--- src/rtl/dlq_pkg.sv ---
package dlq_pkg;
  localparam int unsigned NSLOT    = 3;
  localparam int unsigned SLOT_ACT = 0;
  localparam int unsigned SLOT_QUE = 1;
  localparam int unsigned SLOT_PEN = 2;

  typedef struct packed {
    logic notify;
    logic wb;
  } lflags_t;
endpackage

--- src/rtl/dlq_slot.sv ---
module dlq_slot import dlq_pkg::*; #(
  parameter int unsigned HW = 8
) (
  input  logic          clk,
  input  logic          rst_n,
  input  logic          en_i,
  input  logic          nxt_valid_i,
  input  logic [HW-1:0] nxt_handle_i,
  input  lflags_t       nxt_flags_i,
  output logic          valid_o,
  output logic [HW-1:0] handle_o,
  output lflags_t       flags_o
);
  always_ff @(posedge clk or negedge rst_n) begin
    if (!rst_n) begin
      valid_o  <= 1'b0;
      handle_o <= '0;
      flags_o  <= '0;
    end else if (en_i) begin
      valid_o  <= nxt_valid_i;
      handle_o <= nxt_handle_i;
      flags_o  <= nxt_flags_i;
    end
  end
endmodule

--- src/rtl/dlq_ctrl.sv ---
module dlq_ctrl import dlq_pkg::*; #(
  parameter int unsigned HW = 8
) (
  input  logic                      drain_i,
  input  logic                      single_i,
  input  logic                      commit_i,
  input  logic [HW-1:0]             commit_handle_i,
  input  lflags_t                   commit_flags_i,
  input  logic                      frame_end_i,
  input  logic                      hw_upd_i,
  input  logic                      bottom_i,
  input  logic [NSLOT-1:0]          cur_v_i,
  input  logic [NSLOT-1:0][HW-1:0]  cur_h_i,
  input  lflags_t [NSLOT-1:0]       cur_f_i,
  output logic [NSLOT-1:0]          we_o,
  output logic [NSLOT-1:0]          nxt_v_o,
  output logic [NSLOT-1:0][HW-1:0]  nxt_h_o,
  output lflags_t [NSLOT-1:0]       nxt_f_o,
  output logic                      hdr_wr_o,
  output logic [HW-1:0]             hdr_handle_o,
  output logic [NSLOT-1:0]          rel_o,
  output logic [NSLOT-1:0][HW-1:0]  rel_h_o,
  output logic                      done_o,
  output logic                      notify_o,
  output logic                      wb_o,
  output logic                      err_o
);
  logic busy;
  assign busy = cur_v_i[SLOT_QUE] & hw_upd_i;

  always_comb begin
    we_o         = '0;
    nxt_v_o      = cur_v_i;
    nxt_h_o      = cur_h_i;
    nxt_f_o      = cur_f_i;
    hdr_wr_o     = 1'b0;
    hdr_handle_o = '0;
    rel_o        = '0;
    rel_h_o      = '0;
    done_o       = 1'b0;
    notify_o     = 1'b0;
    wb_o         = 1'b0;
    err_o        = 1'b0;

    if (drain_i) begin
      for (int s = 0; s < NSLOT; s++) begin
        if (cur_v_i[s]) begin
          rel_o[s]   = 1'b1;
          rel_h_o[s] = cur_h_i[s];
        end
        nxt_v_o[s] = 1'b0;
        we_o[s]    = 1'b1;
      end
    end else if (single_i) begin
      if (frame_end_i) begin
        done_o = 1'b1;
        if (cur_v_i[SLOT_ACT]) begin
          rel_o[SLOT_ACT]   = 1'b1;
          rel_h_o[SLOT_ACT] = cur_h_i[SLOT_ACT];
        end
        nxt_v_o[SLOT_ACT] = 1'b0;
        we_o[SLOT_ACT]    = 1'b1;
      end
      if (commit_i) begin
        hdr_wr_o     = 1'b1;
        hdr_handle_o = commit_handle_i;
        if (cur_v_i[SLOT_ACT] && !frame_end_i) begin
          rel_o[SLOT_ACT]   = 1'b1;
          rel_h_o[SLOT_ACT] = cur_h_i[SLOT_ACT];
        end
        nxt_v_o[SLOT_ACT] = 1'b1;
        nxt_h_o[SLOT_ACT] = commit_handle_i;
        nxt_f_o[SLOT_ACT] = commit_flags_i;
        we_o[SLOT_ACT]    = 1'b1;
      end
    end else if (commit_i) begin
      if (busy) begin
        if (cur_v_i[SLOT_PEN]) begin
          rel_o[SLOT_PEN]   = 1'b1;
          rel_h_o[SLOT_PEN] = cur_h_i[SLOT_PEN];
          err_o             = cur_f_i[SLOT_PEN].notify;
        end
        nxt_v_o[SLOT_PEN] = 1'b1;
        nxt_h_o[SLOT_PEN] = commit_handle_i;
        nxt_f_o[SLOT_PEN] = commit_flags_i;
        we_o[SLOT_PEN]    = 1'b1;
      end else begin
        hdr_wr_o     = 1'b1;
        hdr_handle_o = commit_handle_i;
        if (cur_v_i[SLOT_QUE]) begin
          rel_o[SLOT_QUE]   = 1'b1;
          rel_h_o[SLOT_QUE] = cur_h_i[SLOT_QUE];
        end
        nxt_v_o[SLOT_QUE] = 1'b1;
        nxt_h_o[SLOT_QUE] = commit_handle_i;
        nxt_f_o[SLOT_QUE] = commit_flags_i;
        we_o[SLOT_QUE]    = 1'b1;
      end
    end else if (frame_end_i && !busy && !bottom_i) begin
      if (cur_v_i[SLOT_ACT] && cur_f_i[SLOT_ACT].wb) begin
        wb_o                 = 1'b1;
        nxt_f_o[SLOT_ACT].wb = 1'b0;
        we_o[SLOT_ACT]       = 1'b1;
      end
      if (cur_v_i[SLOT_QUE]) begin
        done_o   = 1'b1;
        notify_o = cur_f_i[SLOT_QUE].notify;
        if (cur_v_i[SLOT_ACT]) begin
          rel_o[SLOT_ACT]   = 1'b1;
          rel_h_o[SLOT_ACT] = cur_h_i[SLOT_ACT];
        end
        nxt_v_o[SLOT_ACT] = 1'b1;
        nxt_h_o[SLOT_ACT] = cur_h_i[SLOT_QUE];
        nxt_f_o[SLOT_ACT] = cur_f_i[SLOT_QUE];
        we_o[SLOT_ACT]    = 1'b1;
        we_o[SLOT_QUE]    = 1'b1;
        if (cur_v_i[SLOT_PEN]) begin
          hdr_wr_o          = 1'b1;
          hdr_handle_o      = cur_h_i[SLOT_PEN];
          nxt_v_o[SLOT_QUE] = 1'b1;
          nxt_h_o[SLOT_QUE] = cur_h_i[SLOT_PEN];
          nxt_f_o[SLOT_QUE] = cur_f_i[SLOT_PEN];
          nxt_v_o[SLOT_PEN] = 1'b0;
          we_o[SLOT_PEN]    = 1'b1;
        end else begin
          nxt_v_o[SLOT_QUE] = 1'b0;
        end
      end
    end
  end
endmodule

--- src/rtl/dlq_outreg.sv ---
module dlq_outreg import dlq_pkg::*; #(
  parameter int unsigned HW = 8
) (
  input  logic                 clk,
  input  logic                 rst_n,
  input  logic                 hdr_wr_i,
  input  logic [HW-1:0]        hdr_handle_i,
  input  logic [NSLOT-1:0]     rel_i,
  input  logic [NSLOT*HW-1:0]  rel_h_i,
  input  logic                 done_i,
  input  logic                 notify_i,
  input  logic                 wb_i,
  input  logic                 err_i,
  output logic                 hdr_wr_o,
  output logic [HW-1:0]        hdr_handle_o,
  output logic [NSLOT-1:0]     rel_o,
  output logic [NSLOT*HW-1:0]  rel_h_o,
  output logic                 done_o,
  output logic                 notify_o,
  output logic                 wb_o,
  output logic                 err_o
);
  always_ff @(posedge clk or negedge rst_n) begin
    if (!rst_n) begin
      hdr_wr_o     <= 1'b0;
      hdr_handle_o <= '0;
      rel_o        <= '0;
      rel_h_o      <= '0;
      done_o       <= 1'b0;
      notify_o     <= 1'b0;
      wb_o         <= 1'b0;
      err_o        <= 1'b0;
    end else begin
      hdr_wr_o     <= hdr_wr_i;
      hdr_handle_o <= hdr_handle_i;
      rel_o        <= rel_i;
      rel_h_o      <= rel_h_i;
      done_o       <= done_i;
      notify_o     <= notify_i;
      wb_o         <= wb_i;
      err_o        <= err_i;
    end
  end
endmodule

--- src/rtl/dlq_commit_queue.sv ---
module dlq_commit_queue import dlq_pkg::*; #(
  parameter int unsigned HW = 8
) (
  input  logic                clk,
  input  logic                rst_n,
  input  logic                drain_i,
  input  logic                mode_single_i,
  input  logic                commit_i,
  input  logic [HW-1:0]       commit_handle_i,
  input  logic                commit_notify_i,
  input  logic                commit_wb_i,
  input  logic                frame_end_i,
  input  logic                hw_upd_i,
  input  logic                field_bottom_i,
  output logic                hdr_wr_o,
  output logic [HW-1:0]       hdr_handle_o,
  output logic [NSLOT-1:0]    rel_o,
  output logic [NSLOT*HW-1:0] rel_handle_o,
  output logic                done_o,
  output logic                notify_o,
  output logic                wb_o,
  output logic                err_o
);
  logic [NSLOT-1:0]         slot_v;
  logic [NSLOT-1:0][HW-1:0] slot_h;
  lflags_t [NSLOT-1:0]      slot_f;
  logic [NSLOT-1:0]         slot_we;
  logic [NSLOT-1:0]         slot_nv;
  logic [NSLOT-1:0][HW-1:0] slot_nh;
  lflags_t [NSLOT-1:0]      slot_nf;

  logic                     ev_hdr_wr;
  logic [HW-1:0]            ev_hdr_h;
  logic [NSLOT-1:0]         ev_rel;
  logic [NSLOT-1:0][HW-1:0] ev_rel_h;
  logic                     ev_done, ev_notify, ev_wb, ev_err;
  lflags_t                  cflags;

  assign cflags.notify = commit_notify_i;
  assign cflags.wb     = commit_wb_i;

  generate
    for (genvar s = 0; s < NSLOT; s++) begin : g_slot
      dlq_slot #(.HW(HW)) u_slot (
        .clk          (clk),
        .rst_n        (rst_n),
        .en_i         (slot_we[s]),
        .nxt_valid_i  (slot_nv[s]),
        .nxt_handle_i (slot_nh[s]),
        .nxt_flags_i  (slot_nf[s]),
        .valid_o      (slot_v[s]),
        .handle_o     (slot_h[s]),
        .flags_o      (slot_f[s])
      );
    end
  endgenerate

  dlq_ctrl #(.HW(HW)) u_ctrl (
    .drain_i         (drain_i),
    .single_i        (mode_single_i),
    .commit_i        (commit_i),
    .commit_handle_i (commit_handle_i),
    .commit_flags_i  (cflags),
    .frame_end_i     (frame_end_i),
    .hw_upd_i        (hw_upd_i),
    .bottom_i        (field_bottom_i),
    .cur_v_i         (slot_v),
    .cur_h_i         (slot_h),
    .cur_f_i         (slot_f),
    .we_o            (slot_we),
    .nxt_v_o         (slot_nv),
    .nxt_h_o         (slot_nh),
    .nxt_f_o         (slot_nf),
    .hdr_wr_o        (ev_hdr_wr),
    .hdr_handle_o    (ev_hdr_h),
    .rel_o           (ev_rel),
    .rel_h_o         (ev_rel_h),
    .done_o          (ev_done),
    .notify_o        (ev_notify),
    .wb_o            (ev_wb),
    .err_o           (ev_err)
  );

  dlq_outreg #(.HW(HW)) u_out (
    .clk          (clk),
    .rst_n        (rst_n),
    .hdr_wr_i     (ev_hdr_wr),
    .hdr_handle_i (ev_hdr_h),
    .rel_i        (ev_rel),
    .rel_h_i      (ev_rel_h),
    .done_i       (ev_done),
    .notify_i     (ev_notify),
    .wb_i         (ev_wb),
    .err_i        (ev_err),
    .hdr_wr_o     (hdr_wr_o),
    .hdr_handle_o (hdr_handle_o),
    .rel_o        (rel_o),
    .rel_h_o      (rel_handle_o),
    .done_o       (done_o),
    .notify_o     (notify_o),
    .wb_o         (wb_o),
    .err_o        (err_o)
  );
endmodule

--- config.mk ---
export PLATFORM = sky130hd
export DESIGN_NAME = dlq_commit_queue
export DESIGN_NICKNAME = d
export VERILOG_FILES = /design/src/rtl/dlq_pkg.sv /design/src/rtl/dlq_slot.sv /design/src/rtl/dlq_ctrl.sv /design/src/rtl/dlq_outreg.sv /design/src/rtl/dlq_commit_queue.sv
export SDC_FILE = /design/constraint.sdc
export NUM_CORES = 1
export LEC_CHECK = 0
export BUFFER_PORTS_ARGS = -buffer_cell sky130_fd_sc_hd__buf_2
export CORE_MARGIN = 3
export CORE_UTILIZATION = 57
export CTS_BUF_LIST = sky130_fd_sc_hd__clkbuf_4 sky130_fd_sc_hd__clkbuf_8
export DETAILED_ROUTE_END_ITERATION = 10
export PLACE_DENSITY_LB_ADDON = 0.25
export SETUP_SLACK_MARGIN = 0.05
export SYNTH_ARGS = -nofsm -noshare
export SYNTH_HDL_FRONTEND = slang
export SYNTH_SLANG_ARGS = --single-unit
--- constraint.sdc ---
create_clock -name clk -period 2 [get_ports clk]
set_clock_uncertainty 0.05 [all_clocks]
set_input_delay 0.1 -clock clk [delete_from_list [all_inputs] [get_ports clk]]
set_output_delay 0.1 -clock clk [all_outputs]
set_load 0.05 [all_outputs]
==> reports/qor.yml, run 1 <==
synthesis:
  synthDistinctLibCells: 39
  mappedNetlistArea_sq_um: 2942
  synth_cells: 214
  ys_seq_area_share_pct: 61.25
  ys_ff_latch: 72
  postSynthAreaPerCell_sq_um: 13.75
  synthArstFlopShare_pct: 100.0
  synth_nets: 232
  synth_warnings: 0
  synth_ff_type: "dfrtp_1"
  synth_edf_count: 0
timing:
  clock.fmax_ghz: 0.5601
  slew_headroom_pct: 62.12
  tightest_slew_ps: 568.2
  rsz0062_at_grt: "no"
  post-route-period-util_pct: 89.27
  setup_viol: 0
  slew_viol_final: 0
  hold_viol_final: 0
  tns_ps: 0
  layout_min_cycle_time_ps: 1785
clock_network:
  clockBufferDepth: 2
  ctsHtreeMaxLevel: 3
  clk_latency_ps: 330
  cts_buffers: 9
  post_cts_resized: 0
  cts-root-buf: "clkbuf_8"
  clk_pin_slew_ps: 70
  cts_tree: "built"
  clkSinkCount: 72
grt:
  grt_pass1_vias: 1920
  grt_overflow: 0
  grt_start_max_net_pins: 27
  track_usage_pct: 21.49
  grt_pass1_wl_mm: 10.08
  antenna_found_initial: 0
die:
  dieArea_sq_um: 6058
  die_x_um: 77.84
  dieHeight_um: 77.84
  initial_utilization_pct: 60.67
  core_sq_um: 4848
  ios: 58
  row_count: 25
setup_path:
  r2r_start: "g_slot[1].u_slot.valid_o$_DFFE_PN0P_"
  required_ps: 2170
  worstPathMaxFanout: 12
  critPathKind: "flip-flop to flip-flop"
  end_kind: "flip-flop"
  arrival_ps: 1950
  cpPeakStageDelay_ps: 500
  crit_chain: "and4b_1, and2_1, mux2_2"
  path_buf_inv: 0
  startpoint_type: "flip-flop"
  cp_slowest_cell: "dfrtp_1"
  path_delay_family: "simple AND/OR/NAND/NOR gates"
  worstSetupStartpoint: "g_slot[1].u_slot.valid_o$_DFFE_PN0P_"
drt:
  first_pass_iters: 4
  viasPerCell: 5.581
  remaining_drc_errors: 0
  routedWlPerCell_um: 17.00
  via_count: 1998
  antenna_left: 0
  drt_wl_total_mm: 6.087
  drtIter0Drc: 168
min_path:
  hold_start: "commit_handle_i[6]"
  hold_class: "input port to flip-flop"
power_and_ir_drop:
  p_leak_uw: 0.001896
  power_density_nw_per_um2: 976.0
  peakVddDrop_v: 0.0006077
finish:
  area_growth_pct: 23.05
  antenna_cells_inserted: 0
  finalNonFillerCells: 358
  layout.nets: 305
  drive_gt1_share_pct: 39.18
flow_run:
  cap_violations: 0
place:
  portBuffers: 57
  dp.cells: 333
  place_congestion: 0.8291
  dp_hpwl_mm: 4.121
status:
  outcome: "complete, no violations"
-- report_power, final --
part / switching [uW] / total [uW] / leakage [uW] / internal, uW
clock: 523 / 1340 / 0.000119 / 820
combinational: 272 / 480 / 0.000822 / 209
sequential: 102 / 1710 / 0.000955 / 1610
total: 896 / 3530 / 0.00190 / 2640
-- cells by family (layout without fill, tap and decap cells) --
logic type / after synthesis / after routing / synth area share (%)
compound gates: 37 / 37 / 11.06
flops: 72 / 72 / 61.25
simple gates: 60 / 60 / 13.61
mux: 28 / 28 / 10.72
buf+inv: 17 / 94 / 3.360
-- worst register-to-register path: cells and delay by family, from the launching register on --
family           cells  cell delay, ps
and+or+nand+nor      2             730
DFF                  1             500
muxes                1             400
-- state kept, by name (all words and copies together) (netlist names) --
signal,flops
u_out.err_o,1
u_out.notify_o,1
u_out.hdr_wr_o,1
u_out.rel_o,3
u_out.done_o,1
u_out.rel_h_o,24
u_out.hdr_handle_o,8
g_slot.u_slot.flags_o,5
g_slot.u_slot.handle_o,24
g_slot.u_slot.valid_o,3
u_out.wb_o,1
-- cells in the mapped netlist, types with 2 or more instances --
library cell / number / share of area, %
and3b_1: 8 / 2.4
a22o_1: 8 / 2.4
buf_2: 4 / 0.68
inv_1: 4 / 0.51
and3_1: 9 / 1.9
dfrtp_1: 72 / 61
a21oi_1: 2 / 0.34
o21a_1: 2 / 0.51
buf_6: 3 / 1.1
nand2_1: 9 / 1.1
clkbuf_1: 3 / 0.38
nor2b_1: 3 / 0.64
and4b_1: 2 / 0.68
and2_1: 17 / 3.6
buf_4: 2 / 0.51
a221o_1: 8 / 2.7
nor3b_1: 2 / 0.51
o311a_1: 2 / 0.68
mux2_2: 28 / 11
o21ai_0: 5 / 0.85
nor2_1: 3 / 0.38
-- cells in the final DEF, fill, tap and decap left out, drive strengths merged, types with 4 or more instances in the layout --
cell type,instances
clkbuf,9
dlygate4sd3,10
o21ai,6
buf,65
a22o,8
mux2,28
and2,17
nand2,9
inv,4
and3b,8
dfrtp,72
and3,9
a221o,8
-- worst paths after layout --
path / to / slack (ps) / cells past startpoint
max in group asynchronous: g_slot[1].u_slot.handle_o[6]$_DFFE_PN0P_ / 930 / 3
min in group asynchronous: u_out.rel_o[1]$_DFF_PN0_ / 230 / 2
worst max-delay path: g_slot[2].u_slot.handle_o[4]$_DFFE_PN0P_ / 210 / 3
worst min-delay path: u_out.hdr_handle_o[6]$_DFF_PN0_ / 10 / 2
worst max register to register: g_slot[2].u_slot.handle_o[4]$_DFFE_PN0P_ / 210 / 3
worst min register to register: g_slot[0].u_slot.handle_o[1]$_DFFE_PN0P_ / 460 / 1
-- layout make-up --
class                      instances  area (sq um)
inverter                           4         15.01
timing repair buffer              75         445.4
fill                             323          1229
clock buffer                       9         123.9
clock inverter                     6         108.9
multi-input combinational        125          1041
tap                               67         83.83
sequential                        72          1802
-- stage by stage --
| step | utilization [%] | setup WS, ps | cell area (sq um) | total power (uW) | hold WS [ps] |
|---|---|---|---|---|---|
| 4_1_cts | 74.66 | 234.2 | 3620 | 3552 | 3.053 |
| 3_3_place_gp | 67.79 | 298.2 | 3287 | 2184 | 75.24 |
| 6_report | 74.66 | 214.5 | 3620 | 3533 | 13.41 |
| 3_5_place_dp | 67.79 | 246.9 | 3287 | 2198 | 74.56 |
| 5_1_grt | 74.66 | 147.7 | 3620 | 3694 | 7.514 |
| 2_1_floorplan | - | 381.0 | 2942 | 2035 | -245.6 |
-- metal layers --
| metal | GRT usage, % | vias to the layer above | routed length [um] |
|---|---|---|---|
| met4 | 7.295 | 0 | 71 |
| met1 | 31.40 | 1012 | 2822 |
| met3 | 3.248 | 7 | 252 |
| met5 | 0 | - | 0 |
| met2 | 32.96 | 59 | 2941 |
| li1 | - | 920 | - |
-- timing repair --
action | CTS | global route
hold buffers | 10 | 0
endpoints found under the hold margin | 35 | 0
buffers inserted | 0 | 0
Power figures use the tool's default switching activity.
==> run 2, diff against run 1 <==
--- a/config.mk
+++ b/config.mk
@@ -5,6 +5,7 @@
 export SDC_FILE = /design/constraint.sdc
 export NUM_CORES = 1
 export LEC_CHECK = 0
+export ABC_AREA = 1
 export BUFFER_PORTS_ARGS = -buffer_cell sky130_fd_sc_hd__buf_2
 export CORE_MARGIN = 3
 export CORE_UTILIZATION = 57
==> reports/qor.yml, run 2 <==
finish:
  fin_area_sq_um: 3657
  top_regs: "g_slot.u_slot.handle_o x24, u_out.rel_h_o x24, u_out.hdr_handle_o x8"
  layout_commonest_cell: "dfrtp_1"
  finalNonFillerCells: 448
  most-common-layout-cells: "dfrtp_1 (72), nand2_1 (62), buf_2 (57)"
  layout.nets: 394
  drive_gt1_share_pct: 30.18
  multi_input_area_sq_um: 897.1
  ff_latch_area_sq_um: 1802
  n_fill_cell: 345
  area_growth_pct: 24.54
  antenna_cells_inserted: 0
setup_path:
  critPathKind: "flip-flop to flip-flop"
  end_kind: "flip-flop"
  startpoint_type: "flip-flop"
  arrival_ps: 1860
  worstPathMaxFanout: 16
  required_ps: 2200
synthesis:
  synthTopCellsByArea: "dfrtp_1 (61%), nand2_1 (7.9%), inv_1 (5.4%)"
  synthDistinctLibCells: 28
  synth_top_cell_by_area: "dfrtp_1"
  mappedNetlistArea_sq_um: 2937
  ys_ff_latch: 72
  synth_ff_type: "dfrtp_1"
  synth_edf_count: 0
  synthArstFlopShare_pct: 100.0
  synth.most_common_cell: "dfrtp_1"
  postSynthAreaPerCell_sq_um: 9.628
  synth_top_area_share_pct: 61.35
  ys_seq_area_share_pct: 61.35
  synthTopCellsByCount: "dfrtp_1 (72), nand2_1 (62), inv_1 (42)"
  synth_cells: 305
  synth_nets: 323
  synth_warnings: 0
drt:
  antenna_left: 0
  dr_wl_met2_mm: 2.509
  first_pass_iters: 4
  remaining_drc_errors: 0
  wl_met1_mm: 2.626
  viasPerCell: 4.828
  drtIter0Drc: 102
  routedWlPerCell_um: 12.35
  wl_met3_um: 284
  highest-signal-layer: "met4"
  drt_wl_total_mm: 5.532
  via_count: 2163
place:
  dp.cells: 421
  portBuffers: 57
  dp_hpwl_mm: 3.849
  placed_area_sq_um: 3279
  place_congestion: 0.8004
min_path:
  hold_class: "input port to flip-flop"
timing:
  post-route-period-util_pct: 83.21
  setup_viol: 0
  rsz0062_at_grt: "no"
  slew_viol_final: 0
  clock.fmax_ghz: 0.6009
  tightest_slew_ps: 609.7
  layout_min_cycle_time_ps: 1664
  tns_ps: 0
  slew_headroom_pct: 59.35
  hold_viol_final: 0
die:
  dieHeight_um: 77.78
  core_sq_um: 4848
  initial_utilization_pct: 60.57
  row_count: 25
  ios: 58
  dieArea_sq_um: 6049
  die_x_um: 77.78
clock_network:
  hold_buffers: 11
  cts-root-buf: "clkbuf_8"
  post_cts_resized: 0
  ctsHtreeMaxLevel: 3
  clkSinkCount: 72
  cts_buffers: 9
  cts_tree: "built"
  clk_latency_ps: 340
  post_cts_buffers: 0
  clk_pin_slew_ps: 70
  clockBufferDepth: 2
grt:
  grt_overflow: 0
  grt_pass1_wl_mm: 9.535
  antenna_found_initial: 0
  grt_start_max_net_pins: 45
  grt_pass1_vias: 2096
  track_usage_pct: 20.39
power_and_ir_drop:
  design_power_total_uw: 3797
  power_density_nw_per_um2: 1038
  peakVddDrop_v: 0.0005996
  p_leak_uw: 0.001982
status:
  outcome: "complete, no violations"
flow_run:
  cap_violations: 0
run 2: logic make-up (layout without fill, tap and decap cells):
group	count (synthesis)	count (layout)	share of synthesized area [%]
AND/OR/NAND/NOR	111	111	17.21
buffers and inverters	58	134	8.096
flip-flops	72	72	61.35
AO/OA/AOI/OAI	64	64	13.34
run 2: per-stage QoR:
stage	utilization, %	worst slack, ps	hold slack [ps]
after floorplan	-	585.4	-245.6
after global placement	67.64	446.5	90.58
after detailed placement	67.64	365.8	89.30
after CTS	75.43	343.6	42.07
after global routing	75.43	148.7	65.27
final	75.43	335.8	67.81
run 2: metal layers:
metal / vias up / GRT usage (%)
met3: 10 / 3.828
met1: 977 / 28.56
met4: 0 / 11.03
li1: 1106 / -
met2: 70 / 30.14
met5: - / 0
run 2: worst paths after layout:
path                                                            endpoint                                     start  depth (start not counted)  slack [ps]
worst max-delay path            g_slot[2].u_slot.handle_o[1]$_DFFE_PN0P_      g_slot[1].u_slot.valid_o$_DFFE_PN0P_                          7         340
worst min-delay path                                u_out.wb_o$_DFF_PN0_                            field_bottom_i                          4          70
worst max register to register  g_slot[2].u_slot.handle_o[1]$_DFFE_PN0P_      g_slot[1].u_slot.valid_o$_DFFE_PN0P_                          7         340
worst min register to register  g_slot[0].u_slot.handle_o[3]$_DFFE_PN0P_  g_slot[0].u_slot.handle_o[3]$_DFFE_PN0P_                          2         430
max in group asynchronous                u_out.hdr_handle_o[3]$_DFF_PN0_                                     rst_n                          3        1000
min in group asynchronous                     u_out.rel_h_o[7]$_DFF_PN0_                                     rst_n                          2         250
run 2: report_power, final:
part / switching, uW / internal [uW]
clock network: 511 / 984
logic: 400 / 178
registers: 93.0 / 1630
run 2: critical path: stages, from the launching register on:
cell,delay [ps]
dfrtp_1,440
nand2_1,130
inv_1,90
nand2_1,60
nor2_1,370
buf_4,280
nand2_1,60
o21ai_0,90
run 2: layout make-up:
class	instances	area share, %
Sequential cell	72	49.26
Multi-Input combinational cell	175	24.53
Timing Repair Buffer	71	11.77
Inverter	47	4.824
Clock buffer	10	3.763
Clock inverter	6	3.558
Tap cell	67	2.292
==> run 3, diff against run 2 <==
==> constraint.sdc (replaced) <==
create_clock -name clk -period 1.6 [get_ports clk]
set_clock_uncertainty 0.05 [all_clocks]
set_input_delay 0.08 -clock clk [delete_from_list [all_inputs] [get_ports clk]]
set_output_delay 0.08 -clock clk [all_outputs]
set_load 0.05 [all_outputs]
==> reports/qor.yml, run 3 (synthesis gave the netlist of run 2 again) <==
clock_network:
  cts_tree: "built"
  clk_latency_ps: 330
  clockBufferDepth: 2
  ctsHtreeMaxLevel: 3
  cts-root-buf: "clkbuf_8"
  clkSinkCount: 72
  clk_pin_slew_ps: 70
  cts_buffers: 9
drt:
  routedWlPerCell_um: 12.89
  drtIter0Drc: 203
  remaining_drc_errors: 0
  drt_wl_total_mm: 5.864
  viasPerCell: 4.956
  via_count: 2255
  first_pass_iters: 4
  antenna_left: 0
flow_run:
  cap_violations: 0
grt:
  grt_pass1_vias: 2035
  grt_pass1_wl_mm: 9.604
  antenna_found_initial: 0
  grt_start_max_net_pins: 73
  track_usage_pct: 20.46
  grt_overflow: 0
finish:
  finalNonFillerCells: 455
  top_regs: "g_slot.u_slot.handle_o x24, u_out.rel_h_o x24, u_out.hdr_handle_o x8"
  area_growth_pct: 25.31
  antenna_cells_inserted: 0
  n_fill_cell: 325
  drive_gt1_share_pct: 31.96
  layout_commonest_cell: "dfrtp_1"
  layout.nets: 401
  most-common-layout-cells: "dfrtp_1 (72), nand2_1 (61), buf_2 (57)"
die:
  initial_utilization_pct: 60.57
  row_count: 25
  die_x_um: 77.78
  dieArea_sq_um: 6049
  core_sq_um: 4848
  dieHeight_um: 77.78
  ios: 58
setup_path:
  startpoint_type: "flip-flop"
  worstSetupStartpoint: "g_slot[1].u_slot.valid_o$_DFFE_PN0P_"
  arrival_ps: 1670
  cpPeakStageDelay_ps: 410
  required_ps: 1820
  path_buf_inv: 2
  crit_chain: "nand2_2, nand3_2, a22oi_2, buf_6, nand2_2, nor2_4, inv_4, nor2_2"
  cpMostUsedCell: "nand2_2"
  worstPathMaxFanout: 8
  critPathKind: "flip-flop to flip-flop"
  path_delay_family: "simple AND/OR/NAND/NOR gates"
  end_kind: "flip-flop"
  r2r_start: "g_slot[1].u_slot.valid_o$_DFFE_PN0P_"
  cp_slowest_cell: "dfrtp_1"
min_path:
  hold_start: "mode_single_i"
  hold_class: "input port to flip-flop"
power_and_ir_drop:
  design_power_total_uw: 4334
  peakVddDrop_v: 0.0007184
  power_density_nw_per_um2: 1178
  p_leak_uw: 0.001986
timing:
  rsz0062_at_grt: "no"
  post-route-period-util_pct: 91.04
  tns_ps: 0
  fin_hold_ws_ps: 26.87
  slew_headroom_pct: 73.05
  setup_viol: 0
  hold_viol_final: 0
  tightest_slew_ps: 402.8
  clock.fmax_ghz: 0.6865
  layout_min_cycle_time_ps: 1457
  slew_viol_final: 0
place:
  portBuffers: 57
  place_congestion: 0.8402
  dp_hpwl_mm: 3.859
  dp.cells: 424
status:
  outcome: "complete, no violations"
run 3: worst paths after layout:
path                                                                end  slack [ps]  depth (start not counted)
worst max-delay path                         u_out.rel_h_o[3]$_DFF_PN0_         140                          8
min in group asynchronous                    u_out.rel_h_o[1]$_DFF_PN0_         240                          3
worst max register to register               u_out.rel_h_o[3]$_DFF_PN0_         140                          8
worst min-delay path                             u_out.done_o$_DFF_PN0_          30                          3
max in group asynchronous                      u_out.rel_o[0]$_DFF_PN0_         950                          3
worst min register to register  g_slot[0].u_slot.flags_o[0]$_DFFE_PN0P_         430                          2
run 3: per-layer routing:
| metal | vias to the layer above | global-route usage [%] | part of all wire [%] |
|---|---|---|---|
| li1 | 1125 | - | - |
| met1 | 1033 | 29.33 | 45 |
| met2 | 90 | 30.05 | 47 |
| met3 | 7 | 4.988 | 7.2 |
| met4 | 0 | 8.007 | 0.94 |
| met5 | - | 0 | 0 |
run 3: worst reg2reg max path: cells and delay by family (launching register included):
family                 cells  cell delay (ps)
AND/OR/NAND/NOR            5              510
flip-flops                 1              410
AO/OA/AOI/OAI              1              190
buffers and inverters      2              230
run 3: where the power goes:
group          internal (uW)  switching, uW  total (uW)
registers               2040            118        2150
clock network            777            646        1420
logic                    239            518         757
total                   3050           1280        4330
run 3: area by class of cell:
class / count / area (sq um) / area share, %
inverter: 47 / 178.9 / 4.862
clock buffer: 11 / 145.1 / 3.944
clock inverter: 5 / 56.30 / 1.530
multi-input combinational: 176 / 928.4 / 25.23
sequential: 72 / 1802 / 48.96
timing repair buffer: 77 / 485.5 / 13.19
tap: 67 / 83.83 / 2.278
run 3: through the flow:
stage                     worst slack [ps]  cell area (sq um)  utilization, %
after floorplan                      185.4               2937               -
after detailed placement             56.43               3302           68.10
after global routing                 29.61               3680           75.90
after global placement               129.3               3302           68.10
after CTS                            48.31               3623           74.74
final                                143.3               3680           75.90
run 3: timing repair:
| item | in CTS | in global routing |
|---|---|---|
| cloned | 0 | 1 |
| endpoints found under the hold margin | 83 | 0 |
| buffers inserted | 0 | 2 |
| gates resized for setup | 0 | 8 |
| endpoints found under the setup margin | 2 | 42 |
| hold buffers | 12 | 0 |
| pin swaps | 1 | 3 |
